`src/rtl/tls_pkg.sv`:
```
package tls_pkg;

  function automatic int tri_total(input int n, input int lat);
    int base, pad, trim;
    base = n * (n + 1) / 2;
    pad  = (lat - 1) * lat / 2;
    trim = (n >= lat) ? 0 : (lat - n) * (lat - n + 1) / 2;
    return base + pad - trim;
  endfunction

  function automatic int clog2_min1(input int v);
    int w;
    w = $clog2(v);
    return (w < 1) ? 1 : w;
  endfunction

endpackage

```
`src/rtl/tls_counter.sv`:
```
module tls_counter
  import tls_pkg::*;
#(
  parameter int N   = 8,
  parameter int LAT = 4,
  parameter int RW  = 4,
  parameter int CW  = 3,
  parameter int TW  = 6
) (
  input  logic                 clk,
  input  logic                 rst,
  input  logic                 start,
  output logic                 busy,
  output logic                 last,
  output logic signed [RW-1:0] row,
  output logic        [CW-1:0] col
);

  localparam int TOTAL   = tri_total(N, LAT);
  localparam int RESTART = N - LAT;
  localparam int FLOOR   = (RESTART < 0) ? RESTART : 0;

  logic [TW-1:0] cnt;
  int            restart_row;

  always_comb begin
    int c1;
    c1 = int'(col) + 1;
    restart_row = (c1 < RESTART) ? c1 : RESTART;
  end

  assign last = busy && (cnt == TW'(TOTAL - 1));

  always_ff @(posedge clk) begin
    if (rst) begin
      busy <= 1'b0;
      cnt  <= '0;
      row  <= '0;
      col  <= '0;
    end else if (!busy) begin
      if (start) begin
        busy <= 1'b1;
        cnt  <= '0;
        row  <= '0;
        col  <= '0;
      end
    end else if (last) begin
      busy <= 1'b0;
    end else begin
      cnt <= cnt + TW'(1);
      if (int'(row) == N - 1) begin
        col <= col + CW'(1);
        row <= RW'(restart_row);
      end else begin
        row <= row + RW'(1);
      end
    end
  end

  a_r2_launch: assert property (@(posedge clk) disable iff (rst)
    (!busy && start) |=> (busy && row == '0 && col == '0));

  a_r3_step: assert property (@(posedge clk) disable iff (rst)
    (busy && !last && int'(row) != N - 1)
      |=> (int'(row) == $past(int'(row)) + 1 && col == $past(col)));

  a_r3_restart: assert property (@(posedge clk) disable iff (rst)
    (busy && !last && int'(row) == N - 1)
      |=> (col == $past(col) + CW'(1) && int'(row) <= int'(col)));

  a_r10_corner: assert property (@(posedge clk) disable iff (rst)
    last |-> (int'(row) == N - 1 && int'(col) == N - 1));

  a_r12_floor: assert property (@(posedge clk) disable iff (rst)
    busy |-> (int'(row) >= FLOOR && int'(row) <= N - 1));

  a_r11_hold: assert property (@(posedge clk) disable iff (rst)
    (busy && !last && start) |=> busy);

endmodule

```
`src/rtl/tls_decode.sv`:
```
module tls_decode #(
  parameter int N  = 8,
  parameter int RW = 4,
  parameter int CW = 3,
  parameter int AW = 6
) (
  input  logic                 clk,
  input  logic                 rst,
  input  logic                 busy,
  input  logic                 last,
  input  logic signed [RW-1:0] row,
  input  logic        [CW-1:0] col,
  output logic                 valid_q,
  output logic                 done_q,
  output logic signed [RW-1:0] row_q,
  output logic        [CW-1:0] col_q,
  output logic                 diag_q,
  output logic                 store_q,
  output logic                 rd_q,
  output logic        [N-1:0]  term_q,
  output logic        [AW-1:0] addr_q
);

  logic          store_d;
  logic [N-1:0]  term_d;
  logic [AW-1:0] addr_d;

  assign store_d = busy && (int'(col) <= int'(row));

  always_comb begin
    int a;
    a = int'(row) * (int'(row) + 1) / 2 + int'(col);
    addr_d = store_d ? AW'(a) : '0;
  end

  for (genvar k = 0; k < N; k++) begin : g_term
    assign term_d[k] = busy && (k < int'(col));
  end

  always_ff @(posedge clk) begin
    if (rst) begin
      valid_q <= 1'b0;
      done_q  <= 1'b0;
      row_q   <= '0;
      col_q   <= '0;
      diag_q  <= 1'b0;
      store_q <= 1'b0;
      rd_q    <= 1'b0;
      term_q  <= '0;
      addr_q  <= '0;
    end else begin
      valid_q <= busy;
      done_q  <= last;
      row_q   <= busy ? row : '0;
      col_q   <= busy ? col : '0;
      diag_q  <= busy && (int'(row) == int'(col));
      store_q <= store_d;
      rd_q    <= busy && (int'(row) >= 0) && (int'(row) < N);
      term_q  <= term_d;
      addr_q  <= addr_d;
    end
  end

  a_r10_done_valid: assert property (@(posedge clk) disable iff (rst)
    done_q |-> valid_q);

  a_r10_done_ends: assert property (@(posedge clk) disable iff (rst)
    done_q |=> !valid_q);

  a_r2_burst: assert property (@(posedge clk) disable iff (rst)
    (valid_q && !done_q) |=> valid_q);

  a_r12_dummy_quiet: assert property (@(posedge clk) disable iff (rst)
    (valid_q && row_q[RW-1]) |-> (!store_q && !rd_q && !diag_q));

endmodule

```
`src/rtl/tri_loop_seq.sv`:
```
module tri_loop_seq
  import tls_pkg::*;
#(
  parameter int N   = 8,
  parameter int LAT = 4,
  parameter int RW  = clog2_min1((N > LAT) ? N : LAT) + 1,
  parameter int CW  = clog2_min1(N),
  parameter int AW  = clog2_min1(N * (N + 1) / 2)
) (
  input  logic                 clk,
  input  logic                 rst,
  input  logic                 start_i,
  output logic                 valid_o,
  output logic signed [RW-1:0] row_o,
  output logic        [CW-1:0] col_o,
  output logic                 diag_o,
  output logic                 store_o,
  output logic                 rd_o,
  output logic        [N-1:0]  term_o,
  output logic        [AW-1:0] addr_o,
  output logic                 done_o
);

  localparam int TOTAL = tri_total(N, LAT);
  localparam int TW    = clog2_min1(TOTAL + 1);

  logic                 busy;
  logic                 last;
  logic signed [RW-1:0] row;
  logic        [CW-1:0] col;

  tls_counter #(.N(N), .LAT(LAT), .RW(RW), .CW(CW), .TW(TW)) u_cnt (
    .clk   (clk),
    .rst   (rst),
    .start (start_i),
    .busy  (busy),
    .last  (last),
    .row   (row),
    .col   (col)
  );

  tls_decode #(.N(N), .RW(RW), .CW(CW), .AW(AW)) u_dec (
    .clk     (clk),
    .rst     (rst),
    .busy    (busy),
    .last    (last),
    .row     (row),
    .col     (col),
    .valid_q (valid_o),
    .done_q  (done_o),
    .row_q   (row_o),
    .col_q   (col_o),
    .diag_q  (diag_o),
    .store_q (store_o),
    .rd_q    (rd_o),
    .term_q  (term_o),
    .addr_q  (addr_o)
  );

  initial begin
    if (N < 1 || LAT < 1) $error("N and LAT must be at least 1");
  end

endmodule

```
`config.mk`:
```
export PLATFORM = sky130hd
export DESIGN_NAME = tri_loop_seq
export DESIGN_NICKNAME = d
export VERILOG_FILES = /design/src/rtl/tls_pkg.sv /design/src/rtl/tls_counter.sv /design/src/rtl/tls_decode.sv /design/src/rtl/tri_loop_seq.sv
export SDC_FILE = /design/constraint.sdc
export NUM_CORES = 1
export LEC_CHECK = 0
export ABC_AREA = 1
export BUFFER_PORTS_ARGS = -buffer_cell sky130_fd_sc_hd__clkbuf_2
export CAP_MARGIN = 5
export CORE_ASPECT_RATIO = 1.25
export CORE_UTILIZATION = 40
export CTS_BUF_LIST = sky130_fd_sc_hd__clkbuf_2 sky130_fd_sc_hd__clkbuf_4 sky130_fd_sc_hd__clkbuf_8
export DETAILED_ROUTE_END_ITERATION = 8
export MAX_ROUTING_LAYER = met4
export SYNTH_ARGS = -nofsm -noshare
export SYNTH_HDL_FRONTEND = slang
export SYNTH_SLANG_ARGS = --single-unit
```
`constraint.sdc`:
```
create_clock -name clk -period 5.9 [get_ports clk]
set_input_delay 0.295 -clock clk [delete_from_list [all_inputs] [get_ports clk]]
set_output_delay 0.295 -clock clk [all_outputs]
set_load 0.005 [all_outputs]
```
==> results.md <==
* Final Max Tran Viols at 0
* Hold_ws at 0.365 ns
* Worst Skew at 0.00579 ns
* Final hold violations at 0
* Die width at 69.6 um
* GRT Residual Overflow at 0
* Seq/Total Area, Yosys at 34.2%
* Synth Net Count at 324
* DRT Pass-1 Iters at 4
* H-tree depth at 2
* Relative slew slack at 66.3%
* Int Power at 414 uW
* Largest family of logic cells by synthesized area: simple AND/OR/NAND/NOR gates
* DRT antenna net count at 0
* Initial antenna violation count at 0
* Wirelength per Cell at 11.2 um
* Worst reg2reg path depth at 18
* Clock Sinks at 39
* Die ar. at 6020 um^2
* WS Path Type: flop to flop
* Clock slew at reported path FFs at 0.08 ns
* HPWL after DPL at 3400 um
* Unique cell type count in the Yosys netlist at 35
* Setup Fix Bufs, Post-CTS at 0
* Proportion of synthesized area in mux cells at 0%
* Residual DRC count at 0
* MaxCap Viol Count at 0
* Vias in the first global route at 1,660
* Wl on met1 at 2000 um
* Crit path DAT at 4.50 ns
* Post-Syn Instances at 288
* Initial DRC Count at 45
* Crit start category: flop
* Yosys Warn Count at 0
* Placed cell count at 375
* FP Rows at 30
* Max Fclk at 233 MHz
* Initial Util at 41.7%
* Compound-cell area share of the yosys netlist at 7.34%
* Mapped Area at 2280 um^2
* Clk buf depth at 2
* Die H at 86.5 um
* Worst-path fanout max at 7
* GRT Overall Usage at 15.7%
* Met3 wire len at 102 um
* Crit end category: flop
* Clk pwr share at 40.9%
* Post-Route WL at 4290 um
* Final Setup Violations at 0
* Leak at 0.00131 uW
* Total CTS buffers at 5
* GPL Wtd Cong at 0.817
* Post-DR vias/cell at 4.63
* Simple-Gate Fraction of Synth Area at 26.5%
* Share of post-route cells with drive strength above 1 at 17.9%
* Flops & latches, synth at 39
* RSZ-0062 raised after global routing: false
* Sw Pwr at 139 uW
* Met2 wire length at 2140 um
* Post-CTS Hold Fix Bufs at 0
* DR vias at 1,772
* CP Data Required Time at 6.10 ns
* Setup TNS at 0 ns
* # resized after CTS at 0
* Minimum clock period at 4.30 ns
* Hold path cells at 2
* I/O Pins at 29
* I/O Buffers at 27
* Diodes inserted at 0
* Mean Syn Cell Area at 7.93 um^2
* Largest net degree at the start of global routing at 15
* Post-Synth Adder-Cell Area at 21.0%
* Post-synthesis xor/xnor area fraction at 1.53%
* Status: finished clean
* Pwr Density at 214 nW/um^2
* Core area at 5480 um^2
* Seq pwr share at 50.4%
* Hold Crit Class: primary input to flop
* Root buf cell: clkbuf_8
* Sw frac at 25.1%
* CTS tree: built
* Layout area overhead at 13.1%
* Final net count at 354
* First-pass GRT wire length at 7360 um
* Fin crit share at 72.9%
* DR top layer: met4
* Worst skew pair latency at 0.29 ns
* Max VDD drop at 0.000118 V
* Non-Filler Instances at 383
* Comb power frac at 8.7%
* Measured slew at the worst slew-check pin at 0.505 ns
cells in the final DEF (no fill, tap or decap), drive strengths merged, types with 2 or more instances in the layout:
cell type  instances
a21boi             2
a21oi             12
a22oi              2
a31oi              2
clkbuf            32
clkinv             2
dfxtp             39
fa                 9
ha                24
inv               48
nand2             69
nand3             15
nand4              5
nor2              39
o21ai              4
o22ai              4
or2                2
xnor2              2
xor2               2
registers in the layout, indices dropped and copies added, names as in the netlist:
signal and cells:
u_dec.term_q 7, u_cnt.cnt 6, u_dec.addr_q 6, u_cnt.row 4, u_dec.row_q 4, u_cnt.col 3
u_dec.col_q 3, u_cnt.busy 1, u_dec.diag_q 1, u_dec.done_q 1, u_dec.rd_q 1, u_dec.store_q 1
u_dec.valid_q 1
per-layer routing:
metal  up-vias  global-route usage (%)
met3         5                    3.14
met4         0                    5.01
met5         -                       -
met1       786                    18.0
li1        961                       -
met2        20                    27.4
worst max-delay path, stage by stage (launching register included):
cell and delay (ns):
dfxtp_1 0.46, ha_1 0.25, inv_1 0.06, ha_1 0.32
or2_2 0.32, fa_1 0.47, fa_1 0.51, fa_1 0.51
inv_1 0.04, ha_1 0.28, ha_1 0.33, nand2_1 0.09
nand2_1 0.05, nor2_1 0.17, nor2_1 0.07, nand3_1 0.08
nand2_1 0.07, nor2_1 0.08, nor2_1 0.05
kinds of logic after synthesis:
kind of cell | count (synthesis)
other | 1
adder cells (fa/ha/maj) | 33
AO/OA/AOI/OAI | 28
flip-flops | 39
XOR/XNOR | 4
AND/OR/NAND/NOR | 131
buffers and inverters | 52
layout make-up:
cell class	instances	area [um^2]
Timing Repair Buffer	27	135
Fill cell	520	2900
Clock buffer	5	68.8
Clock inverter	3	43.8
Tap cell	64	80.1
Inverter	48	185
Sequential cell	39	781
Multi-Input combinational cell	197	1290
worst paths after layout:
check | endpoint | startpoint | slack, ns
max | u_dec.addr_q[5] | u_cnt.row[0] | 1.60
min reg2reg | u_cnt.cnt[5] | u_cnt.cnt[5] | 0.51
min | u_cnt.cnt[5] | rst | 0.37
max reg2reg | u_dec.addr_q[5] | u_cnt.row[0] | 1.60
per-stage QoR:
| stage | power (uW) | instance area [um^2] | utilization [%] | worst slack, ns |
|---|---|---|---|---|
| CTS | 561 | 2580 | 47.2 | 1.60 |
| finish | 553 | 2580 | 47.2 | 1.60 |
| floorplan | 320 | 2280 | - | 1.81 |
| global route | 576 | 2580 | 47.2 | 1.36 |
| global placement | 333 | 2470 | 45.1 | 1.70 |
| detailed placement | 333 | 2470 | 45.1 | 1.61 |
synth_stat cells:
library cell / count / share of area (%)
nand3_1: 15 / 3.3
o21ai_0: 3 / 0.66
clkbuf_1: 1 / 0.16
a31oi_1: 2 / 0.55
a21oi_1: 11 / 2.4
inv_1: 41 / 6.7
nand2_4: 3 / 1.5
a21boi_0: 2 / 0.66
a22oi_1: 2 / 0.66
nor2_1: 35 / 5.8
a211oi_1: 1 / 0.33
nand4_1: 4 / 1.1
inv_6: 1 / 0.38
nand2_1: 64 / 11
or2_2: 1 / 0.27
nor2_2: 3 / 0.82
nand4_4: 1 / 0.93
o22ai_1: 4 / 1.1
buf_4: 1 / 0.33
xnor2_1: 2 / 0.77
o21ai_1: 1 / 0.22
dfxtp_1: 39 / 34
xor2_1: 2 / 0.77
nor2_8: 1 / 0.88
fa_1: 9 / 7.9
nand2_2: 2 / 0.55
or2_4: 1 / 0.38
nand3b_2: 1 / 0.49
a31o_2: 1 / 0.38
buf_6: 1 / 0.49
ha_1: 24 / 13
conb_1: 1 / 0.16
a21oi_2: 1 / 0.38
inv_2: 6 / 0.99
buf_2: 1 / 0.22
power by group through the flow:
stage | registers (uW) | clock network, uW | logic (uW)
finish | 278 | 226 | 47.9
global route | 280 | 241 | 54.9
CTS | 279 | 234 | 48.8
detailed placement | 285 | 0 | 48.4
global placement | 285 | 0 | 48.8
floorplan | 282 | 0 | 37.9
Power figures use the tool's default switching activity.
